===== config.mk =====
export PLATFORM = sky130hd
export DESIGN_NAME = coh_ctrl
export DESIGN_NICKNAME = d
export VERILOG_FILES = /design/src/rtl/coh_pkg.sv /design/src/rtl/coh_line.sv /design/src/rtl/coh_req_fsm.sv /design/src/rtl/coh_ctrl.sv
export SDC_FILE = /design/constraint.sdc
export NUM_CORES = 1
export LEC_CHECK = 0
export BUFFER_PORTS_ARGS = -buffer_cell sky130_fd_sc_hd__buf_2
export CORE_AREA = 2 2 53 55
export CTS_BUF_LIST = sky130_fd_sc_hd__clkbuf_16
export DETAILED_ROUTE_END_ITERATION = 8
export DIE_AREA = 0 0 55 57
export PLACE_DENSITY = 0.81
export RECOVER_POWER = 100
export SLEW_MARGIN = 5
export SYNTH_ARGS = -nofsm -noshare
export SYNTH_HDL_FRONTEND = slang
export SYNTH_SLANG_ARGS = --single-unit

===== constraint.sdc =====
create_clock -name clk -period 2.6 [get_ports clk]
set_input_delay 0.52 -clock clk [delete_from_list [all_inputs] [get_ports clk]]
set_output_delay 0.52 -clock clk [all_outputs]
set_load 0.01 [all_outputs]

===== src/rtl/coh_pkg.sv =====
package coh_pkg;
  localparam logic [1:0] ST_I = 2'd0;
  localparam logic [1:0] ST_S = 2'd1;
  localparam logic [1:0] ST_E = 2'd2;
  localparam logic [1:0] ST_M = 2'd3;

  localparam logic [1:0] CMD_NONE = 2'd0;
  localparam logic [1:0] CMD_RD   = 2'd1;
  localparam logic [1:0] CMD_RDX  = 2'd2;
  localparam logic [1:0] CMD_WB   = 2'd3;

  typedef enum logic [1:0] {FS_IDLE, FS_DECIDE, FS_WAIT} req_fs_t;
endpackage


===== src/rtl/coh_line.sv =====
module coh_line
  import coh_pkg::*;
(
  input  logic       clk,
  input  logic       rst,
  input  logic       upd_en,
  input  logic [1:0] upd_state,
  input  logic       snp_en,
  input  logic [1:0] snp_cmd,
  output logic [1:0] state
);
  // local updates (fill or hit) take priority over snoops
  always_ff @(posedge clk) begin
    if (rst) begin
      state <= ST_I;
    end else if (upd_en) begin
      state <= upd_state;
    end else if (snp_en) begin
      case (snp_cmd)
        CMD_RD:  if (state == ST_M || state == ST_E) state <= ST_S;
        CMD_RDX: state <= ST_I;
        default: ;
      endcase
    end
  end
endmodule


===== src/rtl/coh_req_fsm.sv =====
module coh_req_fsm
  import coh_pkg::*;
#(
  parameter int LINE_W  = 2,
  parameter bit MESI_EN = 1'b1
) (
  input  logic              clk,
  input  logic              rst,
  input  logic              cpu_req,
  input  logic              cpu_we,
  input  logic [LINE_W-1:0] cpu_line,
  input  logic [1:0]        cur_state,
  input  logic              snp_collide,
  input  logic              bus_gnt,
  input  logic              bus_shared_in,
  output logic [LINE_W-1:0] pend_line,
  output logic              upd_en,
  output logic [1:0]        upd_state,
  output logic              bus_req,
  output logic [1:0]        bus_cmd,
  output logic              cpu_busy,
  output logic              cpu_done,
  output logic [1:0]        rsp_state
);
  req_fs_t    fs;
  logic       pend_we;
  logic       need_bus;
  logic [1:0] hit_state;
  logic [1:0] miss_cmd;
  logic [1:0] rd_fill;
  logic [1:0] fill_state;

  generate
    if (MESI_EN) begin : g_mesi
      assign rd_fill = bus_shared_in ? ST_S : ST_E;
    end else begin : g_msi
      assign rd_fill = ST_S;
    end
  endgenerate

  always_comb begin
    need_bus   = pend_we ? (cur_state == ST_I || cur_state == ST_S)
                         : (cur_state == ST_I);
    hit_state  = pend_we ? ST_M : cur_state;
    miss_cmd   = pend_we ? CMD_RDX : CMD_RD;
    fill_state = (bus_cmd == CMD_RDX) ? ST_M : rd_fill;
    upd_en     = (fs == FS_DECIDE && !snp_collide && !need_bus) ||
                 (fs == FS_WAIT && bus_gnt);
    upd_state  = (fs == FS_WAIT) ? fill_state : hit_state;
  end

  always_ff @(posedge clk) begin
    if (rst) begin
      fs        <= FS_IDLE;
      pend_we   <= 1'b0;
      pend_line <= '0;
      bus_req   <= 1'b0;
      bus_cmd   <= CMD_NONE;
      cpu_busy  <= 1'b0;
      cpu_done  <= 1'b0;
      rsp_state <= ST_I;
    end else begin
      cpu_done <= 1'b0;
      case (fs)
        FS_IDLE: if (cpu_req) begin
          pend_we   <= cpu_we;
          pend_line <= cpu_line;
          cpu_busy  <= 1'b1;
          fs        <= FS_DECIDE;
        end
        FS_DECIDE: if (!snp_collide) begin
          if (need_bus) begin
            bus_req <= 1'b1;
            bus_cmd <= miss_cmd;
            fs      <= FS_WAIT;
          end else begin
            cpu_done  <= 1'b1;
            rsp_state <= hit_state;
            cpu_busy  <= 1'b0;
            fs        <= FS_IDLE;
          end
        end
        FS_WAIT: if (bus_gnt) begin
          bus_req   <= 1'b0;
          bus_cmd   <= CMD_NONE;
          cpu_done  <= 1'b1;
          rsp_state <= fill_state;
          cpu_busy  <= 1'b0;
          fs        <= FS_IDLE;
        end
        default: fs <= FS_IDLE;
      endcase
    end
  end
endmodule


===== src/rtl/coh_ctrl.sv =====
module coh_ctrl
  import coh_pkg::*;
#(
  parameter int LINE_W  = 2,
  parameter bit MESI_EN = 1'b1
) (
  input  logic              clk,
  input  logic              rst,
  input  logic              cpu_req,
  input  logic              cpu_we,
  input  logic [LINE_W-1:0] cpu_line,
  output logic              cpu_busy,
  output logic              cpu_done,
  output logic [1:0]        cpu_rsp_state,
  output logic              bus_req,
  output logic [1:0]        bus_cmd,
  output logic [LINE_W-1:0] bus_line,
  input  logic              bus_gnt,
  input  logic              bus_shared_in,
  input  logic              snp_valid,
  input  logic [1:0]        snp_cmd,
  input  logic [LINE_W-1:0] snp_line,
  output logic              snp_shared_out,
  output logic              wb_valid,
  output logic [LINE_W-1:0] wb_line
);
  localparam int NUM_LINES = 1 << LINE_W;

  logic [1:0]        st [NUM_LINES];
  logic [LINE_W-1:0] pend_line;
  logic              upd_en;
  logic [1:0]        upd_state;
  logic [1:0]        cur_state;
  logic [1:0]        snp_state;
  logic              snp_act;
  logic              snp_collide;

  assign cur_state   = st[pend_line];
  assign snp_state   = st[snp_line];
  assign snp_act     = snp_valid && (snp_cmd == CMD_RD || snp_cmd == CMD_RDX);
  assign snp_collide = snp_act && (snp_line == pend_line);
  assign bus_line    = pend_line;

  generate
    for (genvar i = 0; i < NUM_LINES; i++) begin : g_line
      coh_line u_line (
        .clk       (clk),
        .rst       (rst),
        .upd_en    (upd_en && pend_line == LINE_W'(i)),
        .upd_state (upd_state),
        .snp_en    (snp_valid && snp_line == LINE_W'(i)),
        .snp_cmd   (snp_cmd),
        .state     (st[i])
      );
    end
  endgenerate

  coh_req_fsm #(.LINE_W(LINE_W), .MESI_EN(MESI_EN)) u_fsm (
    .clk           (clk),
    .rst           (rst),
    .cpu_req       (cpu_req),
    .cpu_we        (cpu_we),
    .cpu_line      (cpu_line),
    .cur_state     (cur_state),
    .snp_collide   (snp_collide),
    .bus_gnt       (bus_gnt),
    .bus_shared_in (bus_shared_in),
    .pend_line     (pend_line),
    .upd_en        (upd_en),
    .upd_state     (upd_state),
    .bus_req       (bus_req),
    .bus_cmd       (bus_cmd),
    .cpu_busy      (cpu_busy),
    .cpu_done      (cpu_done),
    .rsp_state     (cpu_rsp_state)
  );

  always_ff @(posedge clk) begin
    if (rst) begin
      snp_shared_out <= 1'b0;
      wb_valid       <= 1'b0;
      wb_line        <= '0;
    end else begin
      snp_shared_out <= snp_valid && snp_cmd == CMD_RD && snp_state != ST_I;
      wb_valid       <= snp_act && snp_state == ST_M;
      wb_line        <= snp_line;
    end
  end
endmodule


== Yosys cells after proc, flatten, opt, wreduce, memory -nomap -nowiden ==
Index checks and enable logic that the tools add are counted.

* Register bits after elaboration: 24
* Input port bits: 13
* Output and inout port bits: 13
* Logic and storage cells: 151

* Magnitude comparators: 2
* Eq/ne operators: 31
* Multiplexer cells: 52
* Bitwise operators: 2
* Reductions and logical operators: 49

{| class="wikitable"
|+ Operators by type and width
! kind !! count
|-
| $mux 2 || 30
|-
| $eq 2x2->1 const B || 16
|-
| $pmux 2 s2 || 6
|-
| $logic_and 1x1->1 || 16
|-
| $reduce_and 3->1 || 5
|-
| $reduce_bool 3->1 || 5
|-
| $ne 3x1->1 const B || 4
|-
| $reduce_bool 2->1 || 6
|-
| $eq 2x1->1 const B || 5
|-
| $mux 1 || 10
|-
| $bmux 2 s2 || 2
|-
| $logic_not 2->1 || 4
|-
| $ne 2x2->1 const B || 4
|-
| $reduce_and 4->1 || 2
|-
| $logic_or 1x1->1 || 7
|-
| $ge 3x3->1 const B || 2
|-
| $not 2->3 || 2
|-
| $pmux 2 s3 || 1
|-
| $reduce_and 5->1 || 1
|-
| $pmux 1 s2 || 2
|-
| $pmux 1 s3 || 1
|-
| $eq 2x2->1 || 1
|-
| $logic_not 1->1 || 2
|-
| $ne 2x1->1 const B || 1
|-
| $reduce_and 2->1 || 1
|}

== Longest topological paths before layout ==
Gate-level depths: netlist of run 1.

* Depth after elaboration: 13
* Mapped depth: 8
* Mapped depth without buffers: 7

== Modules after synthesis ==
From an unflattened synthesis of run 1, not the netlist that was laid out.

* Cells, all modules: 162
* Area total of the unflattened synthesis: 1466.4 um^2

{| class="wikitable"
|+ Modules (own cells, without submodules)
! module !! instances !! cells each !! area each (um^2) !! seq. area each (um^2)
|-
| coh_req_fsm || 1 || 74 || 670.6 || 240.2
|-
| coh_line || 4 || 14 || 115.1 || 40.0
|-
| coh_ctrl || 1 || 32 || 335.3 || 80.1
|}

== Least setup slack after synthesis of run 1 ==
OpenSTA, ideal clock, no wires.

* Path type: reg2reg
* Start point: register u_fsm.pend_line[0]
* End point: register g_line[1].u_line.state[0]
* Library setup time: 0.121 ns
* Data arrival time: 2.090 ns
* Required time: 2.479 ns
* Path slack: 0.389 ns
* Cell stages (with the launch flop): 7
* Buffers on the path: 1
* Clock period less this slack: 2.211 ns
* Path through: dfxtp_1 buf_6 mux4_2 a221o_1 a32oi_2 or3b_2 mux2_2

* Longest elaborated chain between the ends: 13
* Elaborated cells between the ends (all ways): 24
* Those cells by class: eq/ne: 4; mux: 7; bitwise: 1; reduce/logical: 12

{| class="wikitable"
|+ RTL lines
! element !! RTL line !! RTL
|-
| start, declared || coh_req_fsm.sv:16 || <nowiki>output logic [LINE_W-1:0] pend_line,</nowiki>
|-
| start signal, assigned || coh_req_fsm.sv:67 || <nowiki>pend_line <= cpu_line;</nowiki>
|-
| $not 2->3 (not written as such) || coh_ctrl.sv:38 || <nowiki>assign cur_state = st[pend_line];</nowiki>
|-
| $bmux 2 s2 || coh_ctrl.sv:38 ||
|-
| $mux 2 (not written as such) (2 in a row) || coh_ctrl.sv:38 ||
|-
| $eq 2x1->1 or $logic_not 2->1 (tied branches) || coh_req_fsm.sv:42, coh_req_fsm.sv:43 ||
|-
| $logic_or 1x1->1 || coh_req_fsm.sv:42 || <nowiki>need_bus = pend_we ? (cur_state == ST_I || cur_state == ST_S)</nowiki>
|-
| $mux 1 || coh_req_fsm.sv:42 ||
|-
| $logic_not 1->1 || coh_req_fsm.sv:47 || <nowiki>upd_en = (fs == FS_DECIDE && !snp_collide && !need_bus) ||</nowiki>
|-
| $logic_and 1x1->1 || coh_req_fsm.sv:47 ||
|-
| $logic_or 1x1->1 || coh_req_fsm.sv:47 ||
|-
| $logic_and 1x1->1 || coh_ctrl.sv:49 || <nowiki>.upd_en (upd_en && pend_line == LINE_W'(i)),</nowiki>
|-
| $ne 3x1->1 (no source line), or another cell as far along || - ||
|-
| $reduce_and 3->1 (no source line) || - ||
|-
| end signal, assigned || coh_line.sv:17 || <nowiki>state <= upd_state;</nowiki>
|-
| end, declared || coh_line.sv:10 || <nowiki>output logic [1:0] state</nowiki>
|}

Parallel ways exist; a longest one is shown, timed or not. The select of a mux whose other input is x is not followed.
A chain may end at the register's enable or synchronous reset.

== Worst setup path in the final report of run 1 ==
Same ends and word-level chain as after synthesis.

==> flow_metrics.env, run 1 <==
export IMPL_min_path_type="flip-flop to flip-flop"
export IMPL_finalPower_mw=0.9294
export IMPL_finalInstanceArea_mm2=0.001536
export IMPL_cts_sink_count=24
export IMPL_use_met1_pct=27.81
export IMPL_worst_skew_pair_late_latency_ns=0.26
export IMPL_wire_per_inst_um=15.61
export IMPL_drc_errors=0
export IMPL_busiest_layer="met2"
export IMPL_fin_ws_ns=0.2467
export IMPL_path_max_fanout=8
export IMPL_vias=1160
export IMPL_postCtsSetupRepairBufs=0
export IMPL_cp_data_required_time_ns=2.75
export IMPL_status="completed"
export IMPL_worstSetupPathType="flip-flop to flip-flop"
export IMPL_die_area_mm2=0.003135
export IMPL_port_buffers=25
export IMPL_multi_input_area_um2=765.7
export IMPL_rsz0062_at_grt="false"
export IMPL_globalplace_congestion=0.8509
export IMPL_tritoncts="done"
export IMPL_cp_end_kind="flip-flop"
export IMPL_power_density_mw_per_mm2=604.9
export IMPL_placed_area_mm2=0.001481
export IMPL_worstHoldStart="u_fsm.rsp_state[1]"
export IMPL_hold_viol_final=0
export IMPL_grt_pass1_vias=1193
export IMPL_io_pins=26
export IMPL_htree_levels=1
export IMPL_grt_overflow=0
export IMPL_track_usage_pct=23.27
export IMPL_setup_violations=0
export IMPL_die_w_um=55
export IMPL_clock_path_buffers=2
export IMPL_final_common_cell="dfxtp_1"
export IMPL_pre_cts_ws_ns=0.1852
export IMPL_antenna_found_initial=0
export IMPL_r2r_slack_ns=0.25
export IMPL_final_cells=200
export IMPL_syn_to_final_growth_pct=15.52
export IMPL_finalCritPeriodShare_pct=90.51
export IMPL_tightest_slew_ns=0.8874
export IMPL_numCtsBuffers=3
export IMPL_diodes=0
export IMPL_reg2reg_from="u_fsm.pend_line[0]"
export IMPL_ys_warn_count=0
export IMPL_place_hpwl_um=2322
export IMPL_crit_start="u_fsm.pend_line[0]"
export IMPL_first_iter_violations=37
export IMPL_irDropWorstVdd_uv=476.0
export IMPL_die_h_um=57
export IMPL_synth_area_mm2=0.001330
export IMPL_cts_resized_gates=0
export IMPL_use_met2_pct=39.12
export IMPL_hold_buffers=0
export IMPL_grt_max_degree=21
export IMPL_syn_area_per_cell_um2=9.236
export IMPL_worst_slew_margin_rel_pct=40.84
export IMPL_grt_pass1_wl_um=5306
export IMPL_final_util_pct=58.76
export IMPL_cp_arrival_ns=2.50
export IMPL_grtUsageMet3_pct=3.403
export IMPL_fillers=235
export IMPL_fin_skew_ns=0.005172
export IMPL_max_clock_freq_mhz=424.9
export IMPL_ys_ff_latch=24
export IMPL_ys_seq_area_share_pct=36.12
export IMPL_layout_drive_gt1_share_pct=17.16
export IMPL_rows=19
export IMPL_wl_um=3121
export IMPL_nets=188
export IMPL_slew_viol_final=0
export IMPL_setup_tns_ns=0
export IMPL_clk_pin_slew_worst_paths_ns=0.06
export IMPL_p_leak_nw=0.6029
export IMPL_setup_worst_path_start_class="flip-flop"
export IMPL_maxCapViolCount=0
export IMPL_vias_per_cell=5.800
export IMPL_cts_root_buf="clkbuf_16"
export IMPL_start_util_pct=50.86
export IMPL_final_cell_mix="dfxtp_1 (24), clkbuf_1 (15), inv_1 (13), nor2_1 (13), buf_2 (12)"
export IMPL_synthCells=144
export IMPL_core_region_area_mm2=0.002615
export IMPL_yosysUniqueCellTypes=36
export IMPL_whs_ns=0.4696
export IMPL_synth_net_count=162
export IMPL_dp_cells=196
export IMPL_finalCriticalPeriod_ns=2.353
export IMPL_register_area_um2=480.5
export IMPL_firstDrtPassIters=4
export IMPL_ant_nets=0
-- logic make-up (layout without fill, tap and decap cells) --
| family | count (synthesis) | in the layout | share of synthesized area, % |
|---|---|---|---|
| xor+xnor | 2 | 2 | 1.317 |
| compound gates | 23 | 23 | 13.45 |
| buf+inv | 20 | 45 | 6.302 |
| flops | 24 | 24 | 36.12 |
| simple gates | 49 | 49 | 18.82 |
| fa+ha+maj | 5 | 5 | 4.704 |
| mux | 21 | 21 | 19.29 |
-- cell usage after synthesis (all sizes together) --
library cell,number,area share (%)
nor2b,6,2.8
nand2,7,2.0
ha,5,4.7
a32oi,1,1.2
nand2b,2,0.94
a21o,1,0.56
clkbuf,4,1.1
or3,3,1.4
inv,13,3.7
buf,3,1.5
a221o,1,0.75
and3,1,0.47
a211oi,3,2.1
dfxtp,24,36
nand3b,1,0.56
nor3,4,1.5
mux2i,11,8.3
xnor2,2,1.3
nand3,7,2.6
nor2,13,3.7
a2111oi,2,1.3
o21ai,3,1.1
or3b,1,0.66
a21oi,6,2.3
mux2,7,5.9
mux4,3,5.1
a41o,1,0.75
o2111a,1,0.85
o2111ai,2,1.3
o311ai,1,0.66
nor3b,3,1.7
o211ai,1,0.56
or2,1,0.47
-- per-layer routing --
| layer | vias to the layer above | part of all wire [%] |
|---|---|---|
| li1 | 559 | - |
| met1 | 551 | 40 |
| met2 | 44 | 51 |
| met3 | 6 | 6.5 |
| met4 | 0 | 2.5 |
| met5 | - | 0 |
-- area by class of cell --
class                           instances  area share [%]
Inverter                               13           3.176
Sequential cell                        24           31.27
Clock inverter                          1          0.2443
Timing Repair Buffer                   28           8.062
Multi-Input combinational cell        100           49.84
Clock buffer                            3           4.886
Tap cell                               31           2.524
-- worst paths after layout --
kind	depth (start not counted)	endpoint
setup / recovery	5	g_line[1].u_line.state[0]
hold reg to reg	2	u_fsm.rsp_state[1]
setup reg to reg	5	g_line[1].u_line.state[0]
hold / removal	2	u_fsm.rsp_state[1]
-- state kept, by name (all words and copies together), names as in the netlist --
| register | cells |
|---|---|
| u_fsm.fs | 2 |
| snp_shared_out | 1 |
| u_fsm.rsp_state | 2 |
| wb_valid | 1 |
| u_fsm.bus_req | 1 |
| g_line.u_line.state | 8 |
| u_fsm.bus_cmd | 2 |
| u_fsm.cpu_busy | 1 |
| wb_line | 2 |
| u_fsm.pend_line | 2 |
| u_fsm.cpu_done | 1 |
| u_fsm.pend_we | 1 |
-- power by group --
| group | switching, mW | leakage, nW | total [mW] | internal (mW) |
|---|---|---|---|---|
| Combinational | 0.103 | 0.369 | 0.179 | 0.0756 |
| Sequential | 0.0172 | 0.196 | 0.408 | 0.390 |
| Clock | 0.137 | 0.0385 | 0.343 | 0.206 |
-- worst max-delay path, cell delays in order, from the launching register on --
cell	delay, ns
dfxtp_1	0.48
mux4_2	0.56
a221o_1	0.33
a32oi_2	0.33
or3b_2	0.22
mux2_2	0.33
Note: power is estimated with default switching activity, not from simulation.
==> run 2: changes to the inputs <==
CORE_AREA = 2 2 67 69   (was 2 2 53 55)
DIE_AREA = 0 0 69 71   (was 0 0 55 57)
PLACE_DENSITY = 0.56   (was 0.81)
clock period = 2.7 ns   (was 2.6 ns; I/O delays follow)
==> run 2 against run 1 <==
Global-route usage decreased by 9.9 points. Sequential power decreased by 4%. Combinational power decreased by 6%. Register-to-register slack improved by 0.07 ns. Cell count increased by 11%. Die area increased by 56%. Sequential share of layout area decreased by 0.79 points. Critical endpoint unchanged. Critical path type unchanged.
==> flow_metrics.env, run 2 (synthesis gave the netlist of run 1 again) <==
export IMPL_hold_viol_final=0
export IMPL_grtUsageMet3_pct=3.989
export IMPL_die_h_um=71
export IMPL_worstSetupEndpoint="g_line[1].u_line.state[0]"
export IMPL_top_register="g_line.u_line.state"
export IMPL_first_iter_violations=86
export IMPL_rsz0062_at_grt="false"
export IMPL_layout_drive_gt1_share_pct=16.57
export IMPL_status="completed"
export IMPL_cts_sink_count=24
export IMPL_cp_arrival_ns=2.54
export IMPL_wire_per_inst_um=14.14
export IMPL_r2r_cells=5
export IMPL_nets=188
export IMPL_rr_endpoint="g_line[1].u_line.state[0]"
export IMPL_die_area_mm2=0.004899
export IMPL_grt_max_degree=21
export IMPL_setup_violations=0
export IMPL_grt_pass1_vias=1106
export IMPL_rows=24
export IMPL_cts_resized_gates=0
export IMPL_irDropWorstVdd_uv=221.4
export IMPL_cp_data_required_time_ns=2.86
export IMPL_vias_per_cell=5.050
export IMPL_r2r_slack_ns=0.31
export IMPL_worst_slew_margin_rel_pct=37.02
export IMPL_port_buffers=25
export IMPL_fin_skew_ns=0.005987
export IMPL_setup_tns_ns=0
export IMPL_die_w_um=69
export IMPL_globalplace_congestion=0.8623
export IMPL_largest_reg_flops=8
export IMPL_final_common_cell="dfxtp_1"
export IMPL_wl_um=3124
export IMPL_finalPower_mw=0.9857
export IMPL_finalCriticalPeriod_ns=2.388
export IMPL_htree_levels=1
export IMPL_diodes=0
export IMPL_maxCapViolCount=0
export IMPL_grt_overflow=0
export IMPL_final_cell_mix="dfxtp_1 (24), clkbuf_1 (15), inv_1 (13), nor2_1 (13), buf_2 (12)"
export IMPL_placed_area_mm2=0.001508
export IMPL_place_hpwl_um=2388
export IMPL_start_util_pct=31.64
export IMPL_cts_root_buf="clkbuf_16"
export IMPL_track_usage_pct=13.35
export IMPL_core_region_area_mm2=0.004204
export IMPL_p_leak_nw=0.6125
export IMPL_fillers=464
export IMPL_tritoncts="done"
export IMPL_cp_end_kind="flip-flop"
export IMPL_reg2reg_from="u_fsm.pend_line[0]"
export IMPL_finalInstanceArea_mm2=0.001577
export IMPL_clk_pin_slew_worst_paths_ns=0.06
export IMPL_busiest_layer="met2"
export IMPL_finalCritPeriodShare_pct=88.43
export IMPL_clock_path_buffers=2
export IMPL_min_path_type="flip-flop to flip-flop"
export IMPL_hold_buffers=0
export IMPL_use_met2_pct=22.33
export IMPL_power_density_mw_per_mm2=625.2
export IMPL_max_clock_freq_mhz=418.8
export IMPL_setup_worst_path_start_class="flip-flop"
export IMPL_worst_skew_pair_late_latency_ns=0.26
export IMPL_worstSetupPathType="flip-flop to flip-flop"
export IMPL_crit_start="u_fsm.pend_line[0]"
export IMPL_use_met1_pct=15.91
export IMPL_vias=1116
export IMPL_numCtsBuffers=3
export IMPL_tightest_slew_ns=0.9446
export IMPL_grt_pass1_wl_um=5147
export IMPL_firstDrtPassIters=4
export IMPL_syn_to_final_growth_pct=18.53
export IMPL_io_pins=26
export IMPL_postCtsSetupRepairBufs=0
export IMPL_drc_errors=0
export IMPL_antenna_found_initial=0
export IMPL_ant_nets=0
export IMPL_path_max_fanout=7
export IMPL_slew_viol_final=0
## run 2: worst max-delay path: stages, from the launching register on
cell and delay, ns:
dfxtp_1 0.46, mux4_2 0.57, a221o_1 0.32, a32oi_1 0.38, or3b_2 0.22, mux2_2 0.33
## run 2: cell type report
cell class	instances	area, um^2	area share, %
repair buffers	28	123.9	7.857
clock inverters	1	30.03	1.905
well taps	52	65.06	4.127
multi-input cells	100	753.2	47.78
inverters	13	48.80	3.095
flip-flops and latches	24	480.5	30.48
clock buffers	3	75.07	4.762
## run 2: worst min path at each step
stage / startpoint / slack [ns] / cells past startpoint / endpoint
2_1_floorplan: u_fsm.fs[0] / 0.46 / 2 / u_fsm.fs[0]
3_3_place_gp: u_fsm.rsp_state[1] / 0.45 / 2 / u_fsm.rsp_state[1]
3_5_place_dp: u_fsm.rsp_state[1] / 0.47 / 2 / u_fsm.rsp_state[1]
4_1_cts: u_fsm.rsp_state[1] / 0.48 / 2 / u_fsm.rsp_state[1]
5_1_grt: u_fsm.rsp_state[1] / 0.52 / 2 / u_fsm.rsp_state[1]
6_report: u_fsm.rsp_state[1] / 0.47 / 2 / u_fsm.rsp_state[1]
## run 2: through the flow
stage                     util, %  hold WS (ns)  setup slack (ns)  cells
after floorplan                 -        0.4649            0.4893    144
after global placement      35.86        0.4495            0.3144    217
after detailed placement    35.86        0.4672            0.2482    217
after CTS                   38.36        0.4829            0.3815    221
after global routing        37.50        0.5185            0.1516    221
final                       37.50        0.4730            0.3124    221
## run 2: where the power goes
part	switching, mW	internal [mW]	leakage (nW)
Combinational	0.0962	0.0714	0.366
Sequential	0.0170	0.376	0.196
Clock	0.130	0.295	0.0511
Total	0.244	0.742	0.613
## run 2: routing by layer
layer	wire, um	vias up	share of wire [%]
met5	0	-	0
met4	60	0	1.9
met3	149	5	4.8
met2	1473	27	47
met1	1441	526	46
li1	-	558	-
